==> src/rtl/radix_walker.sv <==
module radix_walker #(
  parameter int MAX_LEVELS = 8,
  localparam int LVL_W = $clog2(MAX_LEVELS + 1)
) (
  input  logic        clk,
  input  logic        rst_n,
  input  logic        start,
  input  logic [63:0] vaddr,
  input  logic [55:3] root_base,
  input  logic [5:0]  root_shift,
  input  logic [4:0]  root_size,
  input  logic        priv,
  input  logic        store,
  input  logic        fetch,
  output logic        mem_req,
  output logic [63:0] mem_addr,
  input  logic        mem_ack,
  input  logic [63:0] mem_rdata,
  output logic        done,
  output logic [2:0]  err,
  output logic [63:0] paddr,
  output logic [1:0]  attr
);
  localparam logic [2:0] E_OK = 3'd0, E_INV = 3'd1, E_BAD = 3'd2, E_PERM = 3'd3, E_RC = 3'd4;

  typedef enum logic [2:0] {S_IDLE, S_REQ, S_WAIT, S_CHECK, S_DONE} st_t;
  st_t st;

  logic [5:0]       shift_q;
  logic [4:0]       size_q;
  logic [55:3]      base_q;
  logic [LVL_W-1:0] lvl_q;
  logic [63:0]      ent_q, vaddr_q;
  logic             priv_q, store_q, fetch_q;

  logic [15:0] mask16, addrsh;
  logic [43:0] fmask;
  logic [4:0]  nls;
  logic        bad_nls, perm_ok, rc_ok;

  assign mask16   = ~(16'hFFFF << size_q);
  assign addrsh   = 16'(vaddr_q >> (7'(shift_q) + 7'd12));
  assign mem_addr = {8'h00, base_q[55:19], (base_q[18:3] & ~mask16) | (addrsh & mask16), 3'b000};
  assign mem_req  = (st == S_REQ);
  assign done     = (st == S_DONE);

  assign nls     = ent_q[4:0];
  assign bad_nls = (nls < 5'd5) || (nls > 5'd16) || ({1'b0, nls} > shift_q);
  assign fmask   = ~({44{1'b1}} << shift_q);
  assign rc_ok   = ent_q[8] & (ent_q[7] | ~store_q);

  always_comb begin
    perm_ok = 1'b0;
    if (priv_q || !ent_q[3])
      perm_ok = fetch_q ? (ent_q[0] & ~ent_q[5]) : (ent_q[1] | (ent_q[2] & ~store_q));
  end

  wire unused_bits = ^ent_q[61:56];

  always_ff @(posedge clk) begin
    if (!rst_n) begin
      st <= S_IDLE;
      shift_q <= '0; size_q <= '0; base_q <= '0; lvl_q <= '0;
      ent_q <= '0; vaddr_q <= '0;
      priv_q <= 1'b0; store_q <= 1'b0; fetch_q <= 1'b0;
      err <= E_OK; paddr <= '0; attr <= '0;
    end else begin
      case (st)
        S_IDLE, S_DONE: if (start) begin
          vaddr_q <= vaddr;
          base_q  <= root_base;
          shift_q <= root_shift;
          size_q  <= root_size;
          priv_q  <= priv;
          store_q <= store & ~fetch;
          fetch_q <= fetch;
          lvl_q   <= '0;
          paddr   <= '0;
          attr    <= '0;
          if (root_size < 5'd5 || root_size > 5'd16) begin
            err <= E_BAD;
            st  <= S_DONE;
          end else begin
            err <= E_OK;
            st  <= S_REQ;
          end
        end
        S_REQ: st <= S_WAIT;
        S_WAIT: if (mem_ack) begin
          ent_q <= mem_rdata;
          lvl_q <= lvl_q + 1'b1;
          st    <= S_CHECK;
        end
        S_CHECK: begin
          if (!ent_q[63]) begin
            err <= E_INV;
            st  <= S_DONE;
          end else if (ent_q[62]) begin
            st <= S_DONE;
            if (!perm_ok)     err <= E_PERM;
            else if (!rc_ok)  err <= E_RC;
            else begin
              paddr <= {8'h00, (ent_q[55:12] & ~fmask) | (vaddr_q[55:12] & fmask), ent_q[11:0]};
              attr  <= ent_q[5:4];
            end
          end else if (bad_nls || lvl_q == LVL_W'(MAX_LEVELS)) begin
            err <= E_BAD;
            st  <= S_DONE;
          end else begin
            shift_q <= shift_q - {1'b0, nls};
            size_q  <= nls;
            base_q  <= {ent_q[55:8], 5'b00000};
            st      <= S_REQ;
          end
        end
        default: st <= S_IDLE;
      endcase
    end
  end


  req_pulse_chk: assert property (@(posedge clk) disable iff (!rst_n) mem_req |=> !mem_req);

  lvl_bound_chk: assert property (@(posedge clk) disable iff (!rst_n) mem_req |-> lvl_q < LVL_W'(MAX_LEVELS));

  hold_chk: assert property (@(posedge clk) disable iff (!rst_n)
    (done && !start) |=> (done && $stable(paddr) && $stable(attr) && $stable(err)));

  err_zero_chk: assert property (@(posedge clk) disable iff (!rst_n)
    (done && err != E_OK) |-> (paddr == '0 && attr == '0));

  perm_first_chk: assert property (@(posedge clk) disable iff (!rst_n)
    (st == S_CHECK && ent_q[63] && ent_q[62] && !perm_ok) |=> (err == E_PERM));
endmodule

==> config.mk <==
export PLATFORM = sky130hd
export DESIGN_NAME = radix_walker
export DESIGN_NICKNAME = d
export VERILOG_FILES = /design/src/rtl/radix_walker.sv
export SDC_FILE = /design/constraint.sdc
export NUM_CORES = 1
export LEC_CHECK = 0
export CAP_MARGIN = 20
export CORE_UTILIZATION = 64
export CTS_CLUSTER_SIZE = 16
export DETAILED_ROUTE_END_ITERATION = 10
export DONT_BUFFER_PORTS = 1
export PLACE_DENSITY_LB_ADDON = 0.12
export SETUP_SLACK_MARGIN = 0.05
export SLEW_MARGIN = 20
export SYNTH_ARGS = -nofsm -noshare
export SYNTH_HDL_FRONTEND = slang
export SYNTH_SLANG_ARGS = --single-unit
==> constraint.sdc <==
create_clock -name clk -period 3.5 [get_ports clk]
set_input_delay 0.35 -clock clk [delete_from_list [all_inputs] [get_ports clk]]
set_output_delay 0.35 -clock clk [all_outputs]
set_load 0.05 [all_outputs]
==> reports/metrics.yaml, run 1 <==
min_path:
  hold_class: "input pin to register"
cts:
  post_cts_buffers: 0
  cts.reportedPaths.clkPinSlew_ns: 0.07
  cts_tree: "built"
  cts_buffers: 24
  clockBufferDepth: 3
  clock-sinks: 243
  h-tree-depth: 1
  clkLatencyLatePin_ns: 0.55
  clockRootBuffer: "clkbuf_16"
die:
  chipHeight_um: 146
  die_w_um: 146
  row_count: 52
  core-area_mm2: 0.0203
  die_area_mm2: 0.0214
  start_util_pct: 65.7
  pin_count: 334
sta:
  finalHoldViolations: 0
  drv_slew: 0
  slew_headroom_pct: 31.2
  fin_crit_sh_pct: 96.2
  worst_pin_slew_ns: 1.03
  finalSetupTns_ns: 0
  setup_violations: 0
  fmax_mhz: 297
  skew_ns: 0.0347
  grt_setup_unrepaired: "false"
  period_needed_ns: 3.37
run_status:
  status: "completed"
route:
  routedWlPerCell_um: 23.8
  vias_per_cell: 6.54
  route.detailed.drc: 0
  ant_nets: 0
  first_pass_iters: 8
  vias: 13000
  wl_um: 47300
  drtIter0Drc: 1445
global_route:
  grt_pass1_vias: 12500
  grt_pass1_wl_um: 71200
  grt_start_max_net_pins: 78
  grtUsageTotal_pct: 42.4
  grt_overflow_total: 0
  antenna_found_initial: 2
worst_setup_path:
  endpoint_kind: "output pin"
  critPathLaunchType: "register"
  critical_path_class: "register to output pin"
  cp.required_ns: 3.15
  critPathArrivalTime_ns: 3.02
  crit_path_max_fanout: 20
place:
  port_buffers: 0
  dp.cells: 1818
  hpwl_um: 30500
  gp_congestion: 0.960
synth:
  ys.flop_type: "dfxtp_1"
  avgSynthCellArea_um2: 8.01
  synthCells: 1665
  syn_area_mm2: 0.0133
  synth_seq_cells: 243
  synth_edf_count: 0
  async_flop_share_pct: 0
  netlist-cell-type-count: 72
  yosys_warnings: 0
  ys_seq_area_share_pct: 36.5
power_and_ir_drop:
  leakage_nw: 6.15
  total_power_mw: 7.96
  max-vdd-ir-drop_mv: 0.540
  power.density_mw_per_mm2: 519
cells_and_area:
  drive_gt1_share_pct: 11.1
  final_nets: 1900
  post-route-util_pct: 75.6
  seq_area_mm2: 0.00487
  nFillCells: 1348
  multiInputGateArea_mm2: 0.00744
  fin_cells: 1983
  area_growth_syn_to_layout_pct: 15.2
flow_run:
  maxCapViolCount: 0
==> cell usage after synthesis (9+ instances only) <==
library cell / count / share of area (%)
a211oi_1: 34 / 1.9
a211oi_2: 27 / 2.5
a21oi_1: 183 / 6.9
a22o_1: 10 / 0.66
a31oi_1: 24 / 1.1
and2_1: 9 / 0.42
buf_2: 16 / 0.60
buf_4: 68 / 3.8
clkbuf_1: 93 / 2.6
dfxtp_1: 243 / 36
inv_1: 24 / 0.68
mux2_2: 28 / 2.4
mux2i_1: 146 / 11
nand2_1: 319 / 9.0
nand3_1: 27 / 1.0
nor2_1: 153 / 4.3
nor2b_1: 10 / 0.47
nor3_1: 17 / 0.64
o211ai_1: 10 / 0.56
o21ai_0: 78 / 2.9
o22ai_1: 16 / 0.75
==> layer usage <==
layer / vias to the layer above / wire length, µm / share of wire (%) / track usage [%]
li1: 5790 / - / - / -
met3: 148 / 5470 / 12 / 10.8
met4: 0 / 1660 / 3.5 / 15.2
met1: 6124 / 18600 / 39 / 55.1
met5: - / 0 / 0 / 0
met2: 907 / 21500 / 46 / 68.2
==> state kept, by name, summed over array words and instances, names as in the netlist <==
| name | cells |
|---|---|
| attr | 1 |
| base_q | 53 |
| ent_q | 58 |
| err | 3 |
| fetch_q | 1 |
| lvl_q | 4 |
| paddr | 55 |
| priv_q | 1 |
| shift_q | 6 |
| size_q | 5 |
| st | 3 |
| store_q | 1 |
| vaddr_q | 52 |
==> worst max-delay path, stage by stage (launching register included) <==
cell and delay (ns):
dfxtp_4 0.43, buf_12 0.19, buf_4 0.21, a211oi_1 0.09, a21oi_1 0.42, mux2i_1 0.14
o32ai_1 0.23, o21ai_0 0.23, a22oi_1 0.29, buf_4 0.25
==> per-stage QoR <==
stage / hold WS, ns / worst slack [ns] / cell area [µm²]
6_report: 0.00218 / 0.133 / 15400
5_1_grt: 0.0241 / 0.0755 / 15400
3_5_place_dp: 0.449 / 0.493 / 13300
3_3_place_gp: 0.442 / 0.576 / 13300
4_1_cts: 0.000661 / 0.0809 / 15300
2_1_floorplan: 0.432 / 0.358 / 13400
==> final cells by class <==
class                   instances  share of cell area [%]
multi-input cells            1224                    48.4
diodes                          2                  0.0326
flip-flops and latches        243                    31.7
clock inverters                11                   0.962
well taps                     270                    2.20
repair buffers                173                    11.6
inverters                      27                   0.693
clock buffers                  33                    4.33
==> power by group <==
group	total, mW	internal, mW	switching, mW	leakage, nW
Clock	2.72	1.56	1.16	0.398
Sequential	3.24	2.91	0.331	1.98
Combinational	2.00	0.734	1.27	3.77
Total	7.96	5.20	2.76	6.15
==> placed cells by master, fill, tap and decap left out, drive strengths merged, types with 5 or more instances in the layout <==
cell type / synthesis / final
o21ai: 80 / 80
nand3: 27 / 27
conb: 1 / 19
clkbuf: 93 / 34
o211ai: 10 / 10
o22ai: 16 / 16
o31ai: 7 / 7
nand2b: 6 / 6
ha: 7 / 7
nor2b: 10 / 10
o211a: 5 / 5
dlygate4sd3: 0 / 118
dfxtp: 243 / 243
clkinv: 2 / 7
a211oi: 61 / 61
a31oi: 24 / 24
buf: 96 / 54
inv: 25 / 27
a21oi: 183 / 183
and2: 9 / 9
mux4: 8 / 8
or2: 9 / 9
mux2i: 146 / 146
mux2: 32 / 32
nor2: 155 / 155
a22o: 10 / 10
or3: 6 / 6
nand2: 320 / 320
a21o: 5 / 5
a221oi: 7 / 7
nor3: 17 / 17
==> worst paths after layout <==
kind	start	end	slack [ns]	depth (start not counted)
worst max register to register	ent_q[0]$_SDFFE_PN0P_	base_q[52]$_SDFFE_PN0P_	0.47	10
worst min register to register	ent_q[6]$_SDFFE_PN0P_	ent_q[6]$_SDFFE_PN0P_	0.46	2
worst max-delay path	shift_q[1]$_SDFFE_PN0P_	mem_addr[9]	0.13	9
worst min-delay path	store	store_q$_SDFFE_PN0P_	0.002	2
==> cell families after synthesis <==
| family | count (synthesis) | share of synthesized area (%) |
|---|---|---|
| and+or+nand+nor | 568 | 17.5 |
| AOI/OAI and AO/OA | 440 | 21.3 |
| DFF | 243 | 36.5 |
| buffers and inverters | 216 | 8.68 |
| muxes | 186 | 15.0 |
| adders and majority gates | 8 | 0.807 |
| xor gates and xnor gates | 3 | 0.197 |
| other | 1 | 0.0281 |
==> repair_timing <==
item	in CTS	in global routing
hold buffers	118	0
endpoints found under the hold margin	129	0
pin swaps	0	1
resized for setup	2	4
gates cloned	0	1
setup endpoints to repair	1	9
Note: power is estimated with default switching activity, not from simulation.
==> inputs of run 2 (changes only) <==
- CTS_CLUSTER_DIAMETER: unset -> 120
==> run 2 against run 1 <==
Effect of this change: critical path type unchanged; largest cell class unchanged; critical path depth unchanged; setup slack better by 0.043 ns; total power down 9.7%; cell count down 1.4%; largest power group unchanged.
==> reports/metrics.yaml, run 2 (same netlist as run 1, synthesis figures left out) <==
die:
  die_w_um: 146  # unchanged
  core-area_mm2: 0.0203  # unchanged
  die_area_mm2: 0.0214  # unchanged
  row_count: 52  # unchanged
  pin_count: 334  # unchanged
  chipHeight_um: 146  # unchanged
  start_util_pct: 65.7  # unchanged
cts:
  clockBufferDepth: 3  # unchanged
  post_cts_buffers: 0  # unchanged
  clockRootBuffer: "clkbuf_16"
  cts_tree: "built"
  cts_buffers: 19  # -21%
  clock-sinks: 243  # unchanged
  clkLatencyLatePin_ns: 0.52  # -0.03 ns
  h-tree-depth: 1  # unchanged
  cts.reportedPaths.clkPinSlew_ns: 0.08  # about the same
route:
  wl_um: 46200  # -2.3%
  vias_per_cell: 6.55  # +0.18%
  first_pass_iters: 5  # -3
  vias: 12800  # -1.2%
  routedWlPerCell_um: 23.6  # -0.86%
  drtIter0Drc: 1325  # -8.3%
  route.detailed.drc: 0  # unchanged
  ant_nets: 0  # unchanged
sta:
  fmax_mhz: 301  # +1.3%
  drv_slew: 0  # unchanged
  finalSetupTns_ns: 0  # unchanged
  finalHoldViolations: 0  # unchanged
  grt_setup_unrepaired: "false"
  skew_ns: 0.0266  # -0.00810 ns
  fin_ws_ns: 0.176  # +0.0430 ns
  slew_headroom_pct: 33.7  # +2.5 points
  worst_pin_slew_ns: 0.992  # -0.0358 ns
  setup_violations: 0  # unchanged
  fin_crit_sh_pct: 95.0  # -1.2 points
  period_needed_ns: 3.32  # -0.0430 ns
power_and_ir_drop:
  p_clk_share_pct: 27.3  # -6.8 points
  leakage_nw: 5.98  # -2.7%
  max-vdd-ir-drop_mv: 0.401  # -26%
  total_power_mw: 7.19  # -9.7%
  power_frac_seq_pct: 45.1  # +4.4 points
  p_int_mw: 4.62  # -11%
  p_switching_mw: 2.57  # -6.8%
  power.density_mw_per_mm2: 479  # -7.6%
  p_sw_share_pct: 35.8  # +1.1 points
  power_frac_comb_pct: 27.6  # +2.5 points
worst_setup_path:
  critical_path_class: "register to output pin"
  critPathArrivalTime_ns: 2.97  # -0.05 ns
  r2r_slack_ns: 0.39  # -0.08 ns
  crit_path_max_fanout: 8  # -60%
  critPathLaunchType: "register"
  cp.required_ns: 3.15  # about the same
  endpoint_kind: "output pin"
cells_and_area:
  largest_register: "ent_q"
  final_nets: 1891  # -0.47%
  post-route-util_pct: 73.9  # -1.7 points
  drive_gt1_share_pct: 10.3  # -0.77 points
  area_growth_syn_to_layout_pct: 12.6
  top_regs: "ent_q (58), paddr (55), base_q (53)"
  design_area_mm2: 0.0150  # -2.3%
  final_common_cell: "nand2_1"
  layout_common_cells: "nand2_1 (318), dfxtp_1 (240), a21oi_1 (183)"
  largest_register_ffs: 58  # unchanged
flow_run:
  maxCapViolCount: 0  # unchanged
global_route:
  antenna_found_initial: 1  # -1
  grt_use_met3_pct: 11.1  # +0.28 points
  grt-busiest-layer: "met2"
  grt_pass1_vias: 12400  # -0.87%
  met2_usage_pct: 66.0  # -2.2 points
  met1_usage_pct: 54.5  # -0.65 points
  grtUsageTotal_pct: 41.6  # -0.87 points
  grt_pass1_wl_um: 69800  # -2.0%
  grt_overflow_total: 0  # unchanged
  grt_start_max_net_pins: 78  # unchanged
place:
  preCtsSetupSlack_ns: 0.493  # unchanged
  gp_congestion: 0.960  # unchanged
  place_area_mm2: 0.0133  # unchanged
  hpwl_um: 30500  # unchanged
  port_buffers: 0  # unchanged
run_status:
  status: "completed"
min_path:
  hold_class: "input pin to register"
run 2: cell types whose count changed in the layout (fill, tap and decap cells not counted), moves of 3 or more:
cell | before | now
dlygate4sd3_1 | 118 | 114
clkinv_2 | 5 | 0
clkbuf_1 | 6 | 0
clkbuf_16 | 25 | 20
clkbuf_8 | 3 | 0
bufinv_16 | 3 | 0
run 2: path summary, 6_finish.rpt:
path                                start                      end  depth (start not counted)
setup / recovery  shift_q[1]$_SDFFE_PN0P_              mem_addr[7]                          9
hold / removal                      rst_n  shift_q[3]$_SDFFE_PN0P_                          2
setup reg to reg    ent_q[0]$_SDFFE_PN0P_   base_q[4]$_SDFFE_PN0P_                         10
hold reg to reg     ent_q[6]$_SDFFE_PN0P_    ent_q[6]$_SDFFE_PN0P_                          2
run 2: power by group through the flow:
| stage | logic [mW] | clock network, mW | registers [mW] |
|---|---|---|---|
| after floorplan | 1.57 | 0 | 3.06 |
| after global placement | 1.78 | 0 | 3.28 |
| after detailed placement | 1.80 | 0 | 3.29 |
| after CTS | 1.92 | 1.95 | 3.22 |
| after global routing | 2.10 | 2.07 | 3.25 |
| final | 1.98 | 1.97 | 3.24 |
run 2: timing repair:
action,4_1_cts,5_1_grt
gates resized for setup,2,5
cloned,0,1
hold buffers,114,0
endpoints found under the setup margin,1,9
hold endpoints to repair,121,0
run 2: layout make-up:
type                    instances  area, µm²
diodes                          1       2.50
clock buffers                  19        475
multi-input cells            1224       7440
clock inverters                 2       25.0
well taps                     270        338
flip-flops and latches        243       4870
repair buffers                169       1750
inverters                      27        106
fillers                      1424       5290
run 2: layer usage:
layer	part of all wire [%]	vias up	wire length [µm]
li1	-	5759	-
met1	40	6091	18500
met2	46	828	21000
met3	11	131	5120
met4	3.4	0	1570
met5	0	-	0
run 2: metrics by stage:
stage | std cells | hold WS, ns
floorplan | 1683 | 0.432
global placement | 1818 | 0.442
detailed placement | 1818 | 0.449
CTS | 1953 | 0.00144
global route | 1955 | 0.00483
finish | 1955 | 0.00248
run 2: critical path: stages, from the launching register on:
cell and delay, ns:
dfxtp_4 0.43, buf_4 0.22, mux2_2 0.39, mux2i_2 0.25, mux2i_1 0.18, o22ai_1 0.18
or3_1 0.13, o221ai_1 0.16, mux2_2 0.35, buf_12 0.16
